**src/rtl/nst_pkg.sv**
```systemverilog
package nst_pkg;
  localparam int unsigned NIB_W  = 4;
  localparam int unsigned BYTE_W = 2 * NIB_W;
  localparam logic [NIB_W-1:0] ADDR_CTRL = 4'hA;
  localparam logic [NIB_W-1:0] ADDR_TXB  = 4'h9;

  typedef struct packed {
    logic link_off;
    logic rack;
    logic mask;
    logic trig_eot;
  } ctrl_t;

  localparam ctrl_t CTRL_RESET = '{link_off: 1'b1, rack: 1'b1, mask: 1'b1, trig_eot: 1'b1};
endpackage

```
**src/rtl/nst_regfile.sv**
```systemverilog
module nst_regfile
  import nst_pkg::*;
(
  input  logic             clk_i,
  input  logic             rst_ni,
  input  logic             we_i,
  input  logic [NIB_W-1:0] addr_i,
  input  logic [NIB_W-1:0] wdata_i,
  input  logic             tack_i,
  input  logic             active_i,
  input  logic             full_i,
  output ctrl_t            ctrl_o,
  output logic [NIB_W-1:0] rdata_o
);
  ctrl_t ctrl_q;
  logic  hit_ctrl;

  assign hit_ctrl = (addr_i == ADDR_CTRL);

  always_ff @(posedge clk_i or negedge rst_ni) begin
    if (!rst_ni) begin
      ctrl_q <= CTRL_RESET;
    end else if (we_i && hit_ctrl) begin
      ctrl_q <= ctrl_t'(wdata_i);
    end
  end

  always_comb begin
    rdata_o = '0;
    if (hit_ctrl) begin
      rdata_o = {1'b0, tack_i, active_i, full_i};
    end
  end

  assign ctrl_o = ctrl_q;

  p_ctrl_write_r2: assert property (@(posedge clk_i) disable iff (!rst_ni)
    (we_i && hit_ctrl) |=> (ctrl_o == ctrl_t'($past(wdata_i))));
endmodule

```
**src/rtl/nst_txbuf.sv**
```systemverilog
module nst_txbuf
  import nst_pkg::*;
(
  input  logic              clk_i,
  input  logic              rst_ni,
  input  logic              we_i,
  input  logic [NIB_W-1:0]  addr_i,
  input  logic [NIB_W-1:0]  wdata_i,
  input  logic              take_i,
  output logic [BYTE_W-1:0] data_o,
  output logic              full_o
);
  logic [NIB_W-1:0] half_q [2];
  logic             hi_ptr_q;
  logic             full_q;
  logic             wr_hit;
  logic             completes;

  assign wr_hit    = we_i && (addr_i == ADDR_TXB);
  assign completes = wr_hit && hi_ptr_q;

  for (genvar h = 0; h < 2; h++) begin : g_half
    always_ff @(posedge clk_i or negedge rst_ni) begin
      if (!rst_ni) begin
        half_q[h] <= '0;
      end else if (wr_hit && (hi_ptr_q == 1'(h))) begin
        half_q[h] <= wdata_i;
      end
    end
    assign data_o[h*NIB_W +: NIB_W] = half_q[h];
  end

  always_ff @(posedge clk_i or negedge rst_ni) begin
    if (!rst_ni) begin
      hi_ptr_q <= 1'b0;
      full_q   <= 1'b0;
    end else begin
      if (wr_hit) hi_ptr_q <= ~hi_ptr_q;
      if (completes)   full_q <= 1'b1;
      else if (take_i) full_q <= 1'b0;
    end
  end

  assign full_o = full_q;

  p_full_after_pair_r4: assert property (@(posedge clk_i) disable iff (!rst_ni)
    completes |=> full_o);
  p_take_empties_r5: assert property (@(posedge clk_i) disable iff (!rst_ni)
    (take_i && !completes) |=> !full_o);
  p_low_first_keeps_empty_r4: assert property (@(posedge clk_i) disable iff (!rst_ni)
    (!full_o && !completes) |=> !full_o);
endmodule

```
**src/rtl/nst_shifter.sv**
```systemverilog
module nst_shifter
  import nst_pkg::*;
#(
  parameter int unsigned SLOT_CYCLES = 2
) (
  input  logic              clk_i,
  input  logic              rst_ni,
  input  logic              full_i,
  input  logic [BYTE_W-1:0] data_i,
  input  logic              ack_i,
  output logic              take_o,
  output logic              active_o,
  output logic              sdo_o,
  output logic              strobe_o,
  output logic              tack_o,
  output logic              eot_o
);
  localparam int unsigned DIV_W  = (SLOT_CYCLES > 1) ? $clog2(SLOT_CYCLES) : 1;
  localparam int unsigned SLOT_W = $clog2(BYTE_W + 1);
  localparam logic [DIV_W-1:0]  DIV_LAST  = DIV_W'(SLOT_CYCLES - 1);
  localparam logic [SLOT_W-1:0] SLOT_LAST = SLOT_W'(BYTE_W);

  logic [BYTE_W-1:0] sh_q;
  logic              act_q;
  logic [SLOT_W-1:0] slot_q;
  logic [DIV_W-1:0]  div_q;
  logic              tack_q;
  logic              eot_q;
  logic              strobe;
  logic              last_slot;

  assign take_o    = full_i && !act_q;
  assign strobe    = act_q && (div_q == DIV_LAST);
  assign last_slot = (slot_q == SLOT_LAST);

  always_ff @(posedge clk_i or negedge rst_ni) begin
    if (!rst_ni) begin
      sh_q   <= '0;
      act_q  <= 1'b0;
      slot_q <= '0;
      div_q  <= '0;
      tack_q <= 1'b1;
      eot_q  <= 1'b0;
    end else begin
      eot_q <= 1'b0;
      if (take_o) begin
        act_q  <= 1'b1;
        slot_q <= '0;
        div_q  <= '0;
        sh_q   <= data_i;
      end else if (act_q) begin
        if (strobe) begin
          div_q <= '0;
          if (last_slot) begin
            act_q  <= 1'b0;
            tack_q <= ack_i;
            eot_q  <= 1'b1;
          end else begin
            slot_q <= slot_q + 1'b1;
            sh_q   <= {sh_q[BYTE_W-2:0], 1'b0};
          end
        end else begin
          div_q <= div_q + 1'b1;
        end
      end
    end
  end

  assign active_o = act_q;
  assign sdo_o    = (act_q && !last_slot) ? sh_q[BYTE_W-1] : 1'b1;
  assign strobe_o = strobe;
  assign tack_o   = tack_q;
  assign eot_o    = eot_q;

  p_strobe_only_active_r6: assert property (@(posedge clk_i) disable iff (!rst_ni)
    strobe_o |-> active_o);
  p_idle_line_high_r6: assert property (@(posedge clk_i) disable iff (!rst_ni)
    !active_o |-> sdo_o);
  p_take_starts_r5: assert property (@(posedge clk_i) disable iff (!rst_ni)
    take_o |=> active_o);
  p_ack_capture_r7: assert property (@(posedge clk_i) disable iff (!rst_ni)
    (strobe_o && last_slot) |=> (tack_o == $past(ack_i)) && !active_o && eot_o);
endmodule

```
**src/rtl/nst_irq.sv**
```systemverilog
module nst_irq (
  input  logic clk_i,
  input  logic rst_ni,
  input  logic full_i,
  input  logic eot_i,
  input  logic mask_i,
  input  logic trig_eot_i,
  output logic irq_o
);
  logic full_prev_q;
  logic irq_q;
  logic full_fell;
  logic event_sel;

  assign full_fell = full_prev_q && !full_i;
  assign event_sel = trig_eot_i ? eot_i : full_fell;

  always_ff @(posedge clk_i or negedge rst_ni) begin
    if (!rst_ni) begin
      full_prev_q <= 1'b0;
      irq_q       <= 1'b0;
    end else begin
      full_prev_q <= full_i;
      irq_q       <= event_sel && !mask_i;
    end
  end

  assign irq_o = irq_q;

  p_mask_blocks_r8: assert property (@(posedge clk_i) disable iff (!rst_ni)
    mask_i |=> !irq_o);
  p_eot_irq_r8: assert property (@(posedge clk_i) disable iff (!rst_ni)
    (eot_i && trig_eot_i && !mask_i) |=> irq_o);
endmodule

```
**src/rtl/nib_ser_tx.sv**
```systemverilog
module nib_ser_tx
  import nst_pkg::*;
#(
  parameter int unsigned SLOT_CYCLES = 2
) (
  input  logic       clk_i,
  input  logic       rst_ni,
  input  logic       bus_we_i,
  input  logic [3:0] bus_addr_i,
  input  logic [3:0] bus_wdata_i,
  output logic [3:0] bus_rdata_o,
  output logic       ser_data_o,
  output logic       ser_clk_en_o,
  input  logic       ser_ack_i,
  output logic       ctrl_link_off_o,
  output logic       ctrl_rack_o,
  output logic       irq_o
);
  ctrl_t             ctrl;
  logic [BYTE_W-1:0] buf_data;
  logic              buf_full;
  logic              take;
  logic              active;
  logic              tack;
  logic              eot;

  nst_regfile u_regs (
    .clk_i    (clk_i),
    .rst_ni   (rst_ni),
    .we_i     (bus_we_i),
    .addr_i   (bus_addr_i),
    .wdata_i  (bus_wdata_i),
    .tack_i   (tack),
    .active_i (active),
    .full_i   (buf_full),
    .ctrl_o   (ctrl),
    .rdata_o  (bus_rdata_o)
  );

  nst_txbuf u_buf (
    .clk_i   (clk_i),
    .rst_ni  (rst_ni),
    .we_i    (bus_we_i),
    .addr_i  (bus_addr_i),
    .wdata_i (bus_wdata_i),
    .take_i  (take),
    .data_o  (buf_data),
    .full_o  (buf_full)
  );

  nst_shifter #(.SLOT_CYCLES(SLOT_CYCLES)) u_shift (
    .clk_i    (clk_i),
    .rst_ni   (rst_ni),
    .full_i   (buf_full),
    .data_i   (buf_data),
    .ack_i    (ser_ack_i),
    .take_o   (take),
    .active_o (active),
    .sdo_o    (ser_data_o),
    .strobe_o (ser_clk_en_o),
    .tack_o   (tack),
    .eot_o    (eot)
  );

  nst_irq u_irq (
    .clk_i      (clk_i),
    .rst_ni     (rst_ni),
    .full_i     (buf_full),
    .eot_i      (eot),
    .mask_i     (ctrl.mask),
    .trig_eot_i (ctrl.trig_eot),
    .irq_o      (irq_o)
  );

  assign ctrl_link_off_o = ctrl.link_off;
  assign ctrl_rack_o     = ctrl.rack;

  p_take_needs_full_idle_r5: assert property (@(posedge clk_i) disable iff (!rst_ni)
    (buf_full && !active) |=> active);
  p_held_while_busy_r9: assert property (@(posedge clk_i) disable iff (!rst_ni)
    (buf_full && active) |=> buf_full);
endmodule

```
**config.mk**
```make
export PLATFORM = sky130hd
export DESIGN_NAME = nib_ser_tx
export DESIGN_NICKNAME = d
export VERILOG_FILES = /design/src/rtl/nst_pkg.sv /design/src/rtl/nst_regfile.sv /design/src/rtl/nst_txbuf.sv /design/src/rtl/nst_shifter.sv /design/src/rtl/nst_irq.sv /design/src/rtl/nib_ser_tx.sv
export SDC_FILE = /design/constraint.sdc
export NUM_CORES = 1
export LEC_CHECK = 0
export BUFFER_PORTS_ARGS = -buffer_cell sky130_fd_sc_hd__buf_2
export CAP_MARGIN = 20
export CORE_MARGIN = 3
export CORE_UTILIZATION = 40
export DETAILED_ROUTE_END_ITERATION = 6
export HOLD_SLACK_MARGIN = 0.1
export PLACE_DENSITY = 0.56
export SLEW_MARGIN = 10
export SYNTH_ARGS = -nofsm -noshare
export SYNTH_HDL_FRONTEND = slang
export SYNTH_SLANG_ARGS = --single-unit
```
**constraint.sdc**
```tcl
create_clock -name clk_i -period 3.9 [get_ports clk_i]
set_input_delay 0 -clock clk_i [delete_from_list [all_inputs] [get_ports clk_i]]
set_output_delay 0 -clock clk_i [all_outputs]
set_load 0.01 [all_outputs]
```
==> reports/qor_table.md <==
| Stage | Item | Reported |
|---|---|---|
| outcome | Run status | finished, final reports clean |
| grt | GRT Overall Usage | 15.39% |
| detailed routing | Max layer used | met4 |
| synth | Avg Inst Size Synth | 12.57 um2 |
| synth | Fraction of registers with async set or reset after synthesis | 100.0% |
| sta | Final cycle utilization of the critical path | 39.35% |
| power | Final total power | 1018 uW |
| finish | Area growth from synthesis to layout | 17.08% |
| detailed routing | Number of remaining DRC errors | 0 |
| detailed routing | Routed WL per cell | 14.43 um |
| critical path | Crit-path max FO | 8 |
| sta | Slew margin rel. | 53.89% |
| grt | Number of antenna violations at the first check in global routing | 0 |
| job | Maximum capacitance violations | 0 |
| detailed routing | Total number of vias | 969 |
| cts | Htree depth | 2 |
| critical path | Arrival time at the worst endpoint | 1760 ps |
| synth | Most instantiated library cell after synthesis | sky130_fd_sc_hd__dfrtp_1 |
| cts | Clock buffer count from CTS | 5 |
| synth | Post-synthesis instance area | 1458 um2 |
| detailed routing | Detailed-router iteration count before antenna repair | 4 |
| sta | Clock skew after layout | 12.29 ps |
| sta | Summed negative setup slack over all endpoints | 0 ps |
| synth | Post-synthesis sequential element count | 32 |
| detailed routing | Total length of routed met3 wires | 122 um |
| cts | Number of clock sinks | 32 |
| cts | Post-CTS setup-driven buffer insertion count | 0 |
| critical path | CP startpoint kind | flop |
| detailed routing | Via count normalized by instance count | 5.047 |
| cts | Clock tree root driver cell | sky130_fd_sc_hd__clkbuf_4 |
| cts | Largest buffer count on any clock path | 2 |
| detailed routing | Amount of wire on met2 after detailed routing | 1396 um |
| finish | Total inserted antenna cells | 0 |
| synth | Area share of the largest cell type after synthesis | 46.35% |
| placed design | Buffers added on ports | 19 |
| detailed routing | Routed wire length | 2771 um |
| grt | Total grt overflow | 0 |
| power | Max rail drop VDD | 0.2476 mV |
| synth | Cell type with the largest total area after synthesis | sky130_fd_sc_hd__dfrtp_1 |
| critical path | Worst setup EP type | flop |
| power | Leakage power | 0.0008209 uW |
| cts | Clock Latency Late Sink | 340 ps |
| sta | Post-route minimum period | 1535 ps |
| grt | Global-route wire length before repair | 4974 um |
| cts | Hold buffer count at cts | 7 |
| sta | RSZ-0062 raised after global routing | no |
| grt | Pin count of the biggest net entering global routing | 33 |
| floorplan | Die ar. | 4404 um2 |
| placed design | Final weighted congestion in routability-driven placement | 0.7509 |
| floorplan | DIE HEIGHT | 66.37 um |
| floorplan | Row Count | 21 |
| synth | EDFF count, synth | 0 |
| synth | Post-synthesis sequential area ratio | 55.36% |
| synth | Count of distinct cell types in the synthesized netlist | 38 |
| synth | Number of warnings issued by yosys | 0 |
| detailed routing | Number of design-rule violations left by the first detailed-router iteration | 31 |
| critical path | Req. time, crit path | 4120 ps |
| floorplan | Initial standard-cell utilization of the core | 42.67% |
| sta | Count of endpoints failing setup in the final report | 0 |
| floorplan | Horizontal die dimension | 66.37 um |
| finish | Total Nets Final | 159 |
| placed design | Half-perimeter wire length after placement | 2086 um |
| synth | Most instantiated flip-flop cell in the synthesis netlist | sky130_fd_sc_hd__dfrtp_1 |
| synth | Syn Nets | 130 |
| power | Power per cell area | 596.7 nW/um2 |
| hold path | Worst min-delay path category | in -> reg |
| sta | Transition time at the pin with the least slew margin | 691.7 ps |
| synth | Biggest area contributors in the synthesized netlist | sky130_fd_sc_hd__dfrtp_1, sky130_fd_sc_hd__mux2_2, sky130_fd_sc_hd__dfstp_2 |
| detailed routing | Antenna Violating Nets Remaining | 0 |
| synth | Cells after Synth | 116 |
| sta | Final count of hold timing violations | 0 |
| sta | Achievable Freq | 0.6517 GHz |
| detailed routing | Met1 WL | 1196 um |
| sta | Number of slew-limit violations in the final report | 0 |
| grt | Vias in the first global route | 1078 |
| cts | TritonCTS clock tree | yes |
| cts | Post-cts repair resize count | 0 |
| synth | Synth cell count leaders | sky130_fd_sc_hd__dfrtp_1, sky130_fd_sc_hd__mux2_2, sky130_fd_sc_hd__nand2_1, sky130_fd_sc_hd__nand3_1, sky130_fd_sc_hd__nor2_1 |
| critical path | Crit Path Class | reg -> reg |
| floorplan | Core area | 3416 um2 |
| finish | Share of cells above drive strength 1 | 40.41% |
| cts | Clock slew seen by the registers of the worst setup and hold paths | 100 ps |
| floorplan | Number of top-level pins | 21 |
==> flip-flops by register name (all words and copies together) (netlist names) <==
| register | count |
|---|---|
| u_buf.data_o | 8 |
| u_shift.sh_q | 8 |
| u_regs.ctrl_o | 4 |
| u_shift.slot_q | 4 |
| u_buf.full_o | 1 |
| u_buf.hi_ptr_q | 1 |
| u_irq.full_prev_q | 1 |
| u_irq.irq_o | 1 |
| u_shift.active_o | 1 |
| u_shift.div_q | 1 |
| u_shift.eot_o | 1 |
| u_shift.tack_o | 1 |
==> path summary, 6_finish.rpt <==
| kind | startpoint | to | slack, ps | cells after the start |
|---|---|---|---|---|
| max | u_shift.active_o | u_shift.sh_q[5] | 2370 | 3 |
| min | bus_addr_i[1] | u_buf.hi_ptr_q | 200 | 4 |
| max reg2reg | u_shift.active_o | u_shift.sh_q[5] | 2370 | 3 |
| min reg2reg | u_buf.full_o | u_irq.full_prev_q | 500 | 0 |
| max in group asynchronous | rst_ni | u_shift.sh_q[0] | 3210 | 2 |
| min in group asynchronous | rst_ni | u_shift.active_o | 230 | 2 |
==> worst max-delay path, stage by stage, from the launching register on <==
cell	delay [ps]
sky130_fd_sc_hd__dfrtp_1	480
sky130_fd_sc_hd__nor2b_1	500
sky130_fd_sc_hd__a21oi_2	120
sky130_fd_sc_hd__a221o_1	320
==> power breakdown <==
group          total (uW)  leakage [uW]  switching, uW  internal (uW)
combinational         300      0.000394            154            146
sequential            537      0.000399           83.1            454
clock                 182     0.0000282            113           69.5
==> routing by layer <==
metal,vias to the layer above,global-route usage [%]
li1,469,-
met1,469,17.80
met2,25,26.27
met3,6,3.231
met4,0,8.376
met5,-,0
==> through the flow <==
stage / cells / util, % / hold slack (ps) / cell area, um2 / worst slack, ps
2_1_floorplan: 116 / - / -295.6 / 1458 / 2537
3_3_place_gp: 177 / 46.34 / 83.47 / 1583 / 2379
3_5_place_dp: 177 / 46.34 / 91.78 / 1583 / 2333
4_1_cts: 192 / 49.96 / 191.7 / 1707 / 2341
5_1_grt: 192 / 49.96 / 209.8 / 1707 / 2239
6_report: 192 / 49.96 / 199.5 / 1707 / 2365
==> cell usage in the layout (no fill, tap or decap), types with 2 or more instances in the layout <==
cell                            netlist  layout
sky130_fd_sc_hd__nand3_1              6       6
sky130_fd_sc_hd__dfrtp_1             27      27
sky130_fd_sc_hd__and2b_2              2       2
sky130_fd_sc_hd__and3_1               2       2
sky130_fd_sc_hd__dfstp_2              5       5
sky130_fd_sc_hd__a21oi_1              5       5
sky130_fd_sc_hd__o32ai_1              2       2
sky130_fd_sc_hd__inv_1                4       4
sky130_fd_sc_hd__dlygate4sd3_1        0       7
sky130_fd_sc_hd__buf_2                1      19
sky130_fd_sc_hd__mux2_2              14      14
sky130_fd_sc_hd__nand2_1              6       6
sky130_fd_sc_hd__o21ai_0              4       4
sky130_fd_sc_hd__and2_2               3       3
sky130_fd_sc_hd__a221o_1              3       3
sky130_fd_sc_hd__ha_1                 2       2
sky130_fd_sc_hd__nor2_1               6       6
sky130_fd_sc_hd__clkbuf_4             0       5
==> layout make-up <==
| type | count | area [um2] |
|---|---|---|
| Clock inverter | 2 | 12.51 |
| Timing Repair Buffer | 26 | 165.2 |
| Fill cell | 328 | 1709 |
| Tap cell | 46 | 57.56 |
| Multi-Input combinational cell | 75 | 604.3 |
| Clock buffer | 6 | 41.29 |
| Sequential cell | 32 | 807.0 |
| Inverter | 5 | 18.77 |
==> logic make-up after synthesis <==
group / synth area share [%]
mux: 11.50
flops: 55.37
buf+inv: 3.175
fa+ha+maj: 1.716
xor+xnor: 0.6010
compound gates: 9.271
other cells: 0.2573
simple gates: 18.11
Power figures use the tool's default switching activity.
